===== config.mk =====
export PLATFORM = sky130hd
export DESIGN_NAME = sfifo_csr
export DESIGN_NICKNAME = d
export VERILOG_FILES = /design/src/rtl/sfcsr_pkg.sv /design/src/rtl/sfcsr_mreg.sv /design/src/rtl/sfcsr_status.sv /design/src/rtl/sfifo_csr.sv
export SDC_FILE = /design/constraint.sdc
export NUM_CORES = 1
export LEC_CHECK = 0
export ABC_AREA = 0
export BUFFER_PORTS_ARGS = -buffer_cell sky130_fd_sc_hd__buf_2
export CORE_UTILIZATION = 55
export CTS_CLUSTER_SIZE = 16
export DETAILED_ROUTE_END_ITERATION = 16
export GPL_TIMING_DRIVEN = 0
export HOLD_SLACK_MARGIN = 0.15
export PLACE_DENSITY = 0.79
export REMOVE_ABC_BUFFERS = 1
export SLEW_MARGIN = 30
export SYNTH_ARGS = -nofsm -noshare
export SYNTH_HDL_FRONTEND = slang
export SYNTH_HIERARCHICAL = 1
export SYNTH_SLANG_ARGS = --single-unit

===== constraint.sdc =====
create_clock -name clk -period 1.74 [get_ports clk]
set_clock_uncertainty 0.15 [all_clocks]
set_input_delay 0.087 -clock clk [delete_from_list [all_inputs] [get_ports clk]]
set_output_delay 0.087 -clock clk [all_outputs]
set_load 0.005 [all_outputs]

===== src/rtl/sfcsr_pkg.sv =====
package sfcsr_pkg;
  // register index = byte offset / 4
  localparam logic [3:0] RG_MODE = 4'd0;
  localparam logic [3:0] RG_BAUD = 4'd1;
  localparam logic [3:0] RG_CTRL = 4'd2;
  localparam logic [3:0] RG_TXD  = 4'd3;
  localparam logic [3:0] RG_STAT = 4'd4;
  localparam logic [3:0] RG_RXD  = 4'd5;
  localparam logic [3:0] RG_FCTL = 4'd6;
  localparam logic [3:0] RG_CNT  = 4'd7;
  localparam logic [3:0] RG_PORT = 4'd8;
  localparam logic [3:0] RG_LINE = 4'd9;

  // status flag positions
  localparam int F_TEND = 6;
  localparam int F_TDE  = 5;
  localparam int F_BRK  = 4;
  localparam int F_RDF  = 1;
  localparam int F_DR   = 0;
  localparam logic [7:0] FLAG_MASK = 8'h73;

  // control bit positions
  localparam int C_TIRQ = 7;
  localparam int C_RIRQ = 6;
  localparam int C_TXEN = 5;

  localparam logic [7:0] MODE_MASK = 8'h7B;
  localparam logic [7:0] CTRL_MASK = 8'hFA;
  localparam logic [7:0] PORT_MASK = 8'hF3;
  localparam logic [7:0] CTRL_RST  = 8'h20;
  localparam logic [7:0] BAUD_RST  = 8'hFF;
  localparam logic [7:0] STAT_RST  = 8'h60;
endpackage


===== src/rtl/sfcsr_mreg.sv =====
module sfcsr_mreg #(
  parameter int          W    = 8,
  parameter logic [W-1:0] MASK = '1,
  parameter logic [W-1:0] RST  = '0
) (
  input  logic         clk,
  input  logic         rst_n,
  input  logic         we,
  input  logic [W-1:0] wd,
  output logic [W-1:0] q
);
  logic [W-1:0] q_nxt;

  always_comb begin
    q_nxt = q;
    if (we) q_nxt = wd & MASK;
  end

  always_ff @(posedge clk or negedge rst_n) begin
    if (!rst_n) q <= RST;
    else        q <= q_nxt;
  end
endmodule


===== src/rtl/sfcsr_status.sv =====
module sfcsr_status
  import sfcsr_pkg::*;
(
  input  logic       clk,
  input  logic       rst_n,
  input  logic       stat_we,
  input  logic       stat_re,
  input  logic [7:0] stat_wd,
  input  logic       ctrl_we,
  input  logic [7:0] ctrl_wd,
  input  logic [7:0] ctrl_q,
  input  logic       txd_we,
  input  logic       brk_det,
  input  logic       rxfull_det,
  input  logic       rdy_det,
  output logic [7:0] flags,
  output logic       rx_irq
);
  logic [7:0] flags_nxt;
  logic       rx_irq_nxt;

  always_comb begin
    flags_nxt = flags;
    if (stat_we) flags_nxt = flags_nxt & (stat_wd | ~FLAG_MASK);
    if (stat_re && ctrl_q[C_TXEN]) begin
      flags_nxt[F_TDE]  = 1'b1;
      flags_nxt[F_TEND] = 1'b1;
    end
    if (ctrl_we && !ctrl_wd[C_TXEN]) flags_nxt[F_TEND] = 1'b1;
    if (txd_we) flags_nxt[F_TDE] = 1'b0;
    // line events win over a clearing write
    if (brk_det)    flags_nxt[F_BRK] = 1'b1;
    if (rxfull_det) flags_nxt[F_RDF] = 1'b1;
    if (rdy_det)    flags_nxt[F_DR]  = 1'b1;
  end

  always_comb begin
    rx_irq_nxt = rx_irq;
    if (rxfull_det && ctrl_q[C_RIRQ]) rx_irq_nxt = 1'b1;
    if (ctrl_we && !ctrl_wd[C_RIRQ]) rx_irq_nxt = 1'b0;
    if (stat_we && (!stat_wd[F_RDF] || !stat_wd[F_DR])) rx_irq_nxt = 1'b0;
  end

  always_ff @(posedge clk or negedge rst_n) begin
    if (!rst_n) begin
      flags  <= STAT_RST;
      rx_irq <= 1'b0;
    end else begin
      flags  <= flags_nxt;
      rx_irq <= rx_irq_nxt;
    end
  end
endmodule


===== src/rtl/sfifo_csr.sv =====
module sfifo_csr
  import sfcsr_pkg::*;
#(
  parameter int ADDR_W = 6,
  parameter int DATA_W = 16,
  parameter int CNT_W  = 5
) (
  input  logic              clk,
  input  logic              rst_n,
  input  logic              bus_sel,
  input  logic              bus_wr,
  input  logic [ADDR_W-1:0] bus_addr,
  input  logic [DATA_W-1:0] bus_wdata,
  output logic [DATA_W-1:0] bus_rdata,
  output logic              tx_strobe,
  output logic [7:0]        tx_byte,
  input  logic [7:0]        rxq_data,
  input  logic [CNT_W-1:0]  rxq_count,
  output logic              rxq_pop,
  input  logic              brk_det,
  input  logic              rxfull_det,
  input  logic              rdy_det,
  output logic              tx_irq,
  output logic              rx_irq
);
  localparam int IDX_W = ADDR_W - 2;

  logic [IDX_W-1:0]  idx;
  logic              wr_en, rd_en;
  logic              mode_we, baud_we, ctrl_we, txd_we, stat_we, fctl_we, port_we;
  logic              stat_re, rxd_re;
  logic [7:0]        wd8;
  logic [7:0]        mode_q, baud_q, ctrl_q, port_q, flags;
  logic [DATA_W-1:0] fctl_q;
  logic [DATA_W-1:0] rd_nxt;
  logic [DATA_W-1:0] rdata_q;
  logic              tx_strobe_q, rxq_pop_q;
  logic [7:0]        tx_byte_q, tx_byte_nxt;

  assign idx   = bus_addr[ADDR_W-1:2];
  assign wr_en = bus_sel && bus_wr;
  assign rd_en = bus_sel && !bus_wr;
  assign wd8   = bus_wdata[7:0];

  assign mode_we = wr_en && (idx == IDX_W'(RG_MODE));
  assign baud_we = wr_en && (idx == IDX_W'(RG_BAUD));
  assign ctrl_we = wr_en && (idx == IDX_W'(RG_CTRL));
  assign txd_we  = wr_en && (idx == IDX_W'(RG_TXD));
  assign stat_we = wr_en && (idx == IDX_W'(RG_STAT));
  assign fctl_we = wr_en && (idx == IDX_W'(RG_FCTL));
  assign port_we = wr_en && (idx == IDX_W'(RG_PORT));
  assign stat_re = rd_en && (idx == IDX_W'(RG_STAT));
  assign rxd_re  = rd_en && (idx == IDX_W'(RG_RXD));

  sfcsr_mreg #(.W(8), .MASK(MODE_MASK), .RST(8'h00)) u_mode (
    .clk(clk), .rst_n(rst_n), .we(mode_we), .wd(wd8), .q(mode_q));
  sfcsr_mreg #(.W(8), .MASK(8'hFF), .RST(BAUD_RST)) u_baud (
    .clk(clk), .rst_n(rst_n), .we(baud_we), .wd(wd8), .q(baud_q));
  sfcsr_mreg #(.W(8), .MASK(CTRL_MASK), .RST(CTRL_RST)) u_ctrl (
    .clk(clk), .rst_n(rst_n), .we(ctrl_we), .wd(wd8), .q(ctrl_q));
  sfcsr_mreg #(.W(8), .MASK(PORT_MASK), .RST(8'h00)) u_port (
    .clk(clk), .rst_n(rst_n), .we(port_we), .wd(wd8), .q(port_q));
  sfcsr_mreg #(.W(DATA_W), .MASK({DATA_W{1'b1}}), .RST({DATA_W{1'b0}})) u_fctl (
    .clk(clk), .rst_n(rst_n), .we(fctl_we), .wd(bus_wdata), .q(fctl_q));

  sfcsr_status u_stat (
    .clk(clk), .rst_n(rst_n),
    .stat_we(stat_we), .stat_re(stat_re), .stat_wd(wd8),
    .ctrl_we(ctrl_we), .ctrl_wd(wd8), .ctrl_q(ctrl_q),
    .txd_we(txd_we),
    .brk_det(brk_det), .rxfull_det(rxfull_det), .rdy_det(rdy_det),
    .flags(flags), .rx_irq(rx_irq));

  always_comb begin
    rd_nxt = '0;
    case (idx)
      IDX_W'(RG_MODE): rd_nxt = DATA_W'(mode_q);
      IDX_W'(RG_BAUD): rd_nxt = DATA_W'(baud_q);
      IDX_W'(RG_CTRL): rd_nxt = DATA_W'(ctrl_q);
      IDX_W'(RG_STAT): rd_nxt = DATA_W'(flags);
      IDX_W'(RG_RXD):  rd_nxt = DATA_W'(rxq_data);
      IDX_W'(RG_FCTL): rd_nxt = fctl_q;
      IDX_W'(RG_CNT):  rd_nxt = DATA_W'(rxq_count);
      IDX_W'(RG_PORT): rd_nxt = DATA_W'(port_q);
      default:         rd_nxt = '0;
    endcase
  end

  always_comb begin
    tx_byte_nxt = tx_byte_q;
    if (txd_we) tx_byte_nxt = wd8;
  end

  always_ff @(posedge clk or negedge rst_n) begin
    if (!rst_n) begin
      rdata_q     <= '0;
      tx_strobe_q <= 1'b0;
      tx_byte_q   <= '0;
      rxq_pop_q   <= 1'b0;
    end else begin
      if (rd_en) rdata_q <= rd_nxt;
      tx_strobe_q <= txd_we;
      tx_byte_q   <= tx_byte_nxt;
      rxq_pop_q   <= rxd_re;
    end
  end

  assign bus_rdata = rdata_q;
  assign tx_strobe = tx_strobe_q;
  assign tx_byte   = tx_byte_q;
  assign rxq_pop   = rxq_pop_q;
  assign tx_irq    = ctrl_q[C_TIRQ];
endmodule


==> impl_metrics.ini, run 1 <==
[global_route]
gr-total-overflow = 0
grt_pass1_wl_um = 13930
antenna_found_initial = 0
grtUsageTotal_pct = 25.98
grt_pass1_vias = 2696
grt_max_degree = 44

[floorplanning]
initial_core_util_pct = 57.88
dieArea_um2 = 7131
die_h_um = 84.45
coreArea_um2 = 6459
fp-row-count = 29
die_w_um = 84.45
ios = 70

[setup_path]
criticalPathCategory = primary input to register
cp_max_fo = 4
endpoint_kind = register
worst_path_max_delay_cell = or3_4
path_buf_inv = 2
critPathLaunchType = primary input
path_delay_family = simple AND/OR/NAND/NOR gates
cp.required_ns = 1.82
max_stage_delay_ns = 0.46
crit_chain = buf_2, nand2_1, or3_4, nor3_2, buf_4, mux2_4
worst_ep_arrival_time_ns = 1.77

[clock_network]
ctsRootBufferMaster = clkbuf_8
htreeDepth = 3
cts_tree = yes
clk_pin_slew_ns = 0.08
cts.sinks = 74
clk_latency_ns = 0.34
clk_path_buf_depth = 2
cts_buffers = 9

[placement]
place.gp.congestion = 0.7784
postPlaceCellArea_um2 = 4024
place_hpwl_um = 5306
port_buffers = 67

[logic_synthesis]
synth-seq-cells = 74
synth_area_um2 = 3739
yosys_warnings = 6
synth_xor_area_share_pct = 0
yosys_most_used_dff = dfrtp_1
synth_area_leader_cell = dfrtp_1
ys_seq_area_share_pct = 49.90
synth-edff-count = 0
async_reset_ff_share_pct = 100.0
synth_mux_area_share_pct = 21.42
synth_cell_types = 44
synth_cells = 279
synth.top_cell.area_share_pct = 42.17
synth_top_family_by_area = multiplexers
synth_most_common_cell = dfrtp_1
synthTopCellsByArea = dfrtp_1 (42%), mux2_4 (14%), dfstp_2 (7.7%)
syn_avg_cell_area_um2 = 13.40
netlist_top_cells_count = dfrtp_1 (63), mux2_4 (36), mux2_2 (16)
synth-simple-area-share_pct = 8.601
synthAdderAreaFrac_pct = 0
synth-compound-area-share_pct = 13.45

[run_status]
status = finished with violations
violations = DRC

[pwr]
total_power_mw = 4.116
powerDensity_nw_per_um2 = 890.0
peakVddDrop_mv = 0.6525
p_leak_nw = 2.128

[drt]
drt-total-wl_um = 8580
antenna_left = 0
met2_length_um = 4199
drc = 4
wl_met1_um = 3872
drt-initial-drc-count = 190
via_count = 2630
post_drt_wl_per_cell_um = 18.69
via_per_inst = 5.730
maxUsedRoutingLayer = met4
wl_met3_um = 424
first_pass_iters = 10

[sta]
maxSlewHeadroom_pct = 57.42
max_freq_ghz = 0.5924
worstMarginPinSlew_ns = 0.6387
min_period_ns = 1.688
fin_crit_sh_pct = 97.02
slew_viol_final = 0
hold_violations = 0
finalSetupViolCount = 0
rsz0062_at_grt = no

[hold_path]
hold_path.class = primary input to register

[layout]
fillCellCount = 452
postLayoutCoreUtil_pct = 71.60
design_area_um2 = 4624
fin_nets = 419
n_antenna_cell = 0
area_growth_pct = 23.69
drive_gt1_share_pct = 43.72

[job]
drv_cap = 0
cell type report:
cell class	instances	area (µm²)	share of cell area [%]
multi-input combinational	180	1710	36.99
inverter	2	7.507	0.1623
tap	77	96.34	2.083
timing repair buffer	110	780.7	16.88
sequential	74	1866	40.34
clock buffer	13	148.9	3.220
clock inverter	3	15.01	0.3247
sequential cells by signal, summed over array words and instances (netlist names):
signal	flops
u_port/q	6
u_stat/rx_irq	1
u_baud/q	8
u_stat/flags	5
tx_byte	8
u_fctl/q	16
rxq_pop	1
tx_strobe	1
u_ctrl/q	6
u_mode/q	6
bus_rdata	16
per-stage QoR:
step	hold slack, ns	setup slack, ns	cells	setup TNS (ns)
after floorplan	-0.3586	-0.9470	256	-15.11
after global placement	0.1348	-2.206	400	-55.47
after detailed placement	-0.09714	-0.8224	404	-22.62
after CTS	0.1611	0.003914	457	0
after global routing	0.1510	0.01594	459	0
final	0.1266	0.05190	459	0
worst paths after layout:
path,start,to,slack (ns),depth (start not counted)
hold reg to reg,u_fctl/q[13],bus_rdata[13],0.34,1
min in group asynchronous,rst_n,bus_rdata[10],0.60,3
max in group asynchronous,rst_n,u_baud/q[0],0.20,4
setup reg to reg,u_mode/q[5],bus_rdata[5],0.32,4
hold / removal,bus_addr[3],bus_rdata[7],0.13,3
setup / recovery,bus_wr,u_mode/q[1],0.05,6
cell usage in the layout, fill, tap and decap left out, types with 2 or more instances in the layout:
master,n
clkbuf_8,10
mux2_2,16
nand3_1,3
dfstp_2,11
a21oi_1,14
mux2i_1,8
dfrtp_1,63
a221oi_1,8
o21ai_0,3
nand2_1,6
inv_1,2
and2b_1,4
or3b_2,2
dlygate4sd3_1,37
buf_4,5
nor2b_1,3
clkinv_2,3
o32a_1,5
clkbuf_1,3
o21a_1,2
buf_2,65
buf_12,2
mux2_4,36
o21ai_1,2
nand2b_1,6
a22oi_1,12
nor3_4,2
nand2b_2,3
a22o_1,9
conb_1,9
or4_1,2
o2bb2ai_1,5
o211ai_1,2
worst min-delay path, delay by kind of cell:
family          cells  cell delay [ns]
compound gates      1             0.09
buf+inv             1             0.24
simple gates        1             0.16
per-layer routing:
layer  vias up  GRT usage [%]
li1       1210              -
met1      1322          35.42
met2        91          41.06
met3         7          5.015
met4         0          11.09
met5         -              0
power breakdown:
| group | switching [mW] | internal, mW |
|---|---|---|
| clock | 0.595 | 0.551 |
| sequential | 0.141 | 2.01 |
| combinational | 0.320 | 0.495 |
| total | 1.06 | 3.06 |
cell families (layout without fill, tap and decap cells):
family / Yosys count / in the layout
flops: 74 / 74
compound gates: 65 / 65
mux: 60 / 60
simple gates: 46 / 46
buf+inv: 30 / 128
other cells: 4 / 9
repair_timing:
| action | CTS | global route |
|---|---|---|
| cloned | 0 | 0 |
| resized for setup | 5 | 4 |
| endpoints found under the setup margin | 29 | 29 |
| pin swaps | 1 | 0 |
| buffers inserted | 1 | 1 |
| hold buffers | 36 | 1 |
| hold endpoints to repair | 131 | 3 |
No activity file was read; power rests on OpenSTA's default activity.
==> run 2, diff against run 1 <==
--- a/config.mk
+++ b/config.mk
@@ -11,11 +11,10 @@
 export CTS_CLUSTER_SIZE = 16
 export DETAILED_ROUTE_END_ITERATION = 16
 export GPL_TIMING_DRIVEN = 0
-export HOLD_SLACK_MARGIN = 0.15
-export PLACE_DENSITY = 0.79
+export HOLD_SLACK_MARGIN = 0.08
+export PLACE_DENSITY = 0.8
 export REMOVE_ABC_BUFFERS = 1
 export SLEW_MARGIN = 30
 export SYNTH_ARGS = -nofsm -noshare
 export SYNTH_HDL_FRONTEND = slang
-export SYNTH_HIERARCHICAL = 1
 export SYNTH_SLANG_ARGS = --single-unit
==> impl_metrics.ini, run 2 <==
[layout]
drive_gt1_share_pct = 43.89
multi_input_comb_area_um2 = 1491
layout_common_cells = buf_2 (64), dfrtp_1 (63), mux2_2 (37), dlygate4sd3_1 (24), mux2i_1 (15)
n_antenna_cell = 0
design_area_um2 = 4303
area_growth_pct = 23.97
final_common_cell = buf_2
regArea_um2 = 1866
fillCellCount = 430
fin_nets = 397
fin_cells = 435

[logic_synthesis]
synthAdderAreaFrac_pct = 0
synth_xor_area_share_pct = 0
synth-edff-count = 0
synth_top_family_by_area = multiplexers
ys_seq_area_share_pct = 53.75
yosys_warnings = 0
synth-compound-area-share_pct = 10.56
synth-simple-area-share_pct = 9.986
yosys_most_used_dff = dfrtp_1
synth_mux_area_share_pct = 22.39
synth_cells = 265
netlist_top_cells_count = dfrtp_1 (63), mux2_2 (37), mux2i_1 (15)
synth_most_common_cell = dfrtp_1
syn_avg_cell_area_um2 = 13.10
synth.top_cell.area_share_pct = 45.42
synth-seq-cells = 74
synth_cell_types = 49
async_reset_ff_share_pct = 100.0
synthTopCellsByArea = dfrtp_1 (45%), mux2_2 (12%), dfstp_2 (8.3%)
synth_area_um2 = 3471
synth_area_leader_cell = dfrtp_1

[setup_path]
cp.required_ns = 1.82
endpoint_kind = register
crit_chain = buf_4, inv_2, nor4_4, buf_6, buf_4, mux2_4
path_delay_family = buffers and inverters
worstReg2RegEnd = bus_rdata[1]
crit_start = bus_addr[4]
path_buf_inv = 4
worst_path_max_delay_cell = nor4_4
max_stage_delay_ns = 0.49
ff2ff_setup_slack_ns = 0.18
reg2reg_depth = 4
crit_end = u_fctl.q[11]
worst_ep_arrival_time_ns = 1.72
criticalPathCategory = primary input to register
timing.rr.start = u_ctrl.q[1]
critPathLaunchType = primary input
crit_top_cell = buf_4
cp_max_fo = 27
path_depth = 6

[sta]
hold_ws_ns = 0.07625
fin_crit_sh_pct = 94.25
max_freq_ghz = 0.6098
hold_violations = 0
fin_tns_setup_ns = 0
rsz0062_at_grt = no
slew_viol_final = 0
maxSlewHeadroom_pct = 52.68
worstMarginPinSlew_ns = 0.7051
min_period_ns = 1.640
finalSetupViolCount = 0

[floorplanning]
ios = 70
dieArea_um2 = 6632
die_w_um = 81.44
fp-row-count = 28
die_h_um = 81.44
coreArea_um2 = 5991
initial_core_util_pct = 57.94

[placement]
port_buffers = 67
place_hpwl_um = 4901
place_inst = 395
postPlaceCellArea_um2 = 3837
place.gp.congestion = 0.7878

[drt]
drc = 0
antenna_left = 0
post_drt_wl_per_cell_um = 17.52
via_per_inst = 5.680
via_count = 2471
drt-initial-drc-count = 121
drt-total-wl_um = 7623
first_pass_iters = 4

[pwr]
powerDensity_nw_per_um2 = 1009
total_power_mw = 4.342
p_leak_nw = 2.028
peakVddDrop_mv = 0.6422

[clock_network]
clk_path_buf_depth = 2
clk_pin_slew_ns = 0.07
cts.sinks = 74
post-cts-setup-buffers = 0
htreeDepth = 3
cts_tree = yes
cts_buffers = 9
ctsRootBufferMaster = clkbuf_8
clk_latency_ns = 0.35

[global_route]
antenna_found_initial = 0
gr-total-overflow = 0
grt_max_degree = 40
grt_pass1_vias = 2438
grtUsageTotal_pct = 25.21
grt_pass1_wl_um = 12160

[hold_path]
hold_path.class = primary input to async pin

[job]
drv_cap = 0

[run_status]
status = completed
==> run 2: cell types whose count changed after synthesis, moves of 5 or more <==
| cell | before | now |
|---|---|---|
| a21oi_1 | 14 | 9 |
| a221oi_1 | 8 | 0 |
| a22oi_1 | 12 | 0 |
| buf_4 | 10 | 5 |
| buf_6 | 8 | 3 |
| mux2_2 | 16 | 37 |
| mux2_4 | 36 | 14 |
| mux2i_1 | 8 | 15 |
| nand2_1 | 6 | 13 |
| o21ai_0 | 3 | 14 |
==> run 2: layer usage <==
metal / up-vias / GRT usage, % / wire length [µm]
met2: 71 / 41.25 / 3656
li1: 1163 / - / -
met1: 1226 / 33.90 / 3546
met5: - / 0 / 0
met4: 0 / 9.643 / 98
met3: 11 / 3.778 / 321
==> run 2: cell families (layout without fill, tap and decap cells) <==
family / Yosys count / count (layout)
AO/OA/AOI/OAI: 53 / 53
multiplexers: 66 / 66
flip-flops: 74 / 74
AND/OR/NAND/NOR: 54 / 54
buffers and inverters: 18 / 113
==> run 2: worst min path at each step <==
stage / to / start / slack [ns] / depth (start not counted)
final: bus_rdata[15] / rst_n / 0.08 / 2
after floorplan: bus_rdata[0] / rst_n / -0.36 / 0
after CTS: u_fctl.q[13] / rst_n / 0.09 / 2
after global placement: u_stat.flags[4] / brk_det / 0.13 / 2
after global routing: u_fctl.q[13] / rst_n / 0.13 / 2
after detailed placement: bus_rdata[1] / rst_n / -0.08 / 1
==> run 2: cell type report <==
type / instances / area share (%)
Sequential cell: 74 / 43.36
Multi-Input combinational cell: 173 / 34.66
Timing Repair Buffer: 94 / 14.45
Clock buffer: 11 / 3.286
Tap cell: 75 / 2.181
Clock inverter: 5 / 1.803
Inverter: 3 / 0.2617
==> run 2: through the flow <==
step,utilization (%),setup WS [ns]
after global routing,71.83,0.03170
after global placement,63.37,-0.8151
final,71.83,0.09999
after floorplan,-,0.1004
after CTS,71.76,0.03017
after detailed placement,64.06,-0.5212
==> run 2: where the power goes <==
part,total (mW),internal [mW],switching [mW]
Clock,1.48,0.842,0.636
Combinational,0.714,0.417,0.297
Sequential,2.15,2.02,0.132
Total,4.34,3.28,1.07
==> run 2: timing repair <==
| item | CTS | global route |
|---|---|---|
| endpoints found under the setup margin | 12 | 10 |
| pin swaps | 0 | 0 |
| hold buffers | 24 | 0 |
| hold endpoints to repair | 126 | 0 |
| resized for setup | 2 | 2 |
==> run 3, diff against run 2 <==
--- a/config.mk
+++ b/config.mk
@@ -10,6 +10,7 @@
 export CORE_UTILIZATION = 55
 export CTS_CLUSTER_SIZE = 16
 export DETAILED_ROUTE_END_ITERATION = 16
+export GPL_ROUTABILITY_DRIVEN = 0
 export GPL_TIMING_DRIVEN = 0
 export HOLD_SLACK_MARGIN = 0.08
 export PLACE_DENSITY = 0.8
==> constraint.sdc (replaced) <==
create_clock -name clk -period 1.6 [get_ports clk]
set_clock_uncertainty 0.15 [all_clocks]
set_input_delay 0.08 -clock clk [delete_from_list [all_inputs] [get_ports clk]]
set_output_delay 0.08 -clock clk [all_outputs]
set_load 0.005 [all_outputs]
==> impl_metrics.ini, run 3 (synthesized netlist as in run 2, its figures left out) <==
[run_status]
status = completed

[clock_network]
clk_pin_slew_ns = 0.07
htreeDepth = 3
clk_path_buf_depth = 2
ctsRootBufferMaster = clkbuf_8
clk_latency_ns = 0.34
cts_tree = yes
cts_buffers = 9
cts.sinks = 74

[drt]
drt-total-wl_um = 7632
first_pass_iters = 4
via_per_inst = 5.674
antenna_left = 0
drt-initial-drc-count = 123
via_count = 2474
drc = 0
post_drt_wl_per_cell_um = 17.50

[global_route]
grt_pass1_vias = 2441
antenna_found_initial = 0
grt_max_degree = 40
grtUsageTotal_pct = 25.26
grt_pass1_wl_um = 12190
gr-total-overflow = 0

[sta]
hold_violations = 0
finalSetupViolCount = 0
maxSlewHeadroom_pct = 51.40
fin_crit_sh_pct = 95.03
slew_viol_final = 0
worstMarginPinSlew_ns = 0.7241
max_freq_ghz = 0.6577
fin_ws_ns = 0.07947
min_period_ns = 1.521

[pwr]
powerDensity_nw_per_um2 = 1093
p_leak_nw = 2.034
peakVddDrop_mv = 0.7011

[setup_path]
worst_ep_arrival_time_ns = 1.60
cp_max_fo = 25
ff2ff_setup_slack_ns = 0.09
cp.required_ns = 1.68
timing.rr.start = u_ctrl.q[1]
reg2reg_depth = 4
path_delay_family = buffers and inverters
path_buf_inv = 3
max_stage_delay_ns = 0.31
criticalPathCategory = primary input to register
critPathLaunchType = primary input
endpoint_kind = register
crit_start = bus_addr[2]
worst_path_max_delay_cell = nor4_4
crit_chain = buf_2, nand2b_4, nor4_4, buf_6, buf_4, mux2_4
path_depth = 6

[placement]
place_hpwl_um = 4901
port_buffers = 67
post-place-ws_ns = -0.6542
postPlaceCellArea_um2 = 3837

[layout]
design_area_um2 = 4323
n_antenna_cell = 0
fin_nets = 398
final_common_cell = buf_2
area_growth_pct = 24.55
layout_common_cells = buf_2 (64), dfrtp_1 (63), mux2_2 (37), dlygate4sd3_1 (24), mux2i_1 (15)
drive_gt1_share_pct = 44.04

[job]
drv_cap = 0

[floorplanning]
fp-row-count = 28
initial_core_util_pct = 57.94
die_h_um = 81.44
die_w_um = 81.44
coreArea_um2 = 5991
dieArea_um2 = 6632
ios = 70

[hold_path]
hold_path.class = primary input to async pin
## run 3: cell types whose count changed in the layout (fill, tap and decap cells not counted), sizes merged
cell	change
clkbuf	-1
buf	+2
## run 3: stage by stage
step	instances	util (%)	setup TNS (ns)	hold slack (ns)	total power, mW
after floorplan	250	-	-0.2281	-0.3656	2.780
after global placement	392	63.37	-36.06	0.1180	3.055
after detailed placement	395	64.06	-21.35	-0.08505	3.100
after CTS	436	71.95	0	0.08051	4.748
after global routing	436	72.16	-0.02581	0.1184	4.927
final	436	72.16	0	0.07250	4.723
## run 3: report_power, final
| group | total (mW) | internal, mW | switching (mW) | leakage (nW) |
|---|---|---|---|---|
| Combinational | 0.781 | 0.456 | 0.326 | 1.00 |
| Sequential | 2.34 | 2.19 | 0.145 | 0.921 |
| Clock | 1.60 | 0.916 | 0.687 | 0.109 |
## run 3: layer usage
| metal | vias up | track usage (%) | share of wire [%] |
|---|---|---|---|
| li1 | 1164 | - | - |
| met1 | 1225 | 34.05 | 46 |
| met2 | 78 | 41.25 | 48 |
| met3 | 7 | 3.778 | 5.2 |
| met4 | 0 | 9.643 | 0.92 |
| met5 | - | 0 | 0 |
## run 3: path summary, 6_finish.rpt
path / to
setup / recovery: u_fctl.q[11]
hold / removal: bus_rdata[15]
setup reg to reg: bus_rdata[1]
hold reg to reg: bus_rdata[4]
max in group asynchronous: u_baud.q[4]
min in group clk: bus_rdata[2]
## run 3: worst reg2reg max path, stage by stage, from the launching register on
cell       delay (ns)
dfrtp_1          0.35
or3b_1           0.42
a2111oi_4        0.32
a211oi_1         0.08
o21ai_1          0.12
## run 3: cell type report
| type | count | area, µm² |
|---|---|---|
| Sequential cell | 74 | 1866 |
| Inverter | 3 | 11.26 |
| Tap cell | 75 | 93.84 |
| Timing Repair Buffer | 95 | 629.4 |
| Clock buffer | 11 | 141.4 |
| Clock inverter | 5 | 77.57 |
| Multi-Input combinational cell | 173 | 1504 |
| Fill cell | 427 | 1668 |
## run 3: repair_timing
item | in CTS | in global routing
endpoints found under the setup margin | 26 | 1
hold endpoints to repair | 126 | 0
gates cloned | 0 | 0
hold buffers | 24 | 0
buffers inserted | 1 | 0
pin swaps | 1 | 1
resized for setup | 4 | 1
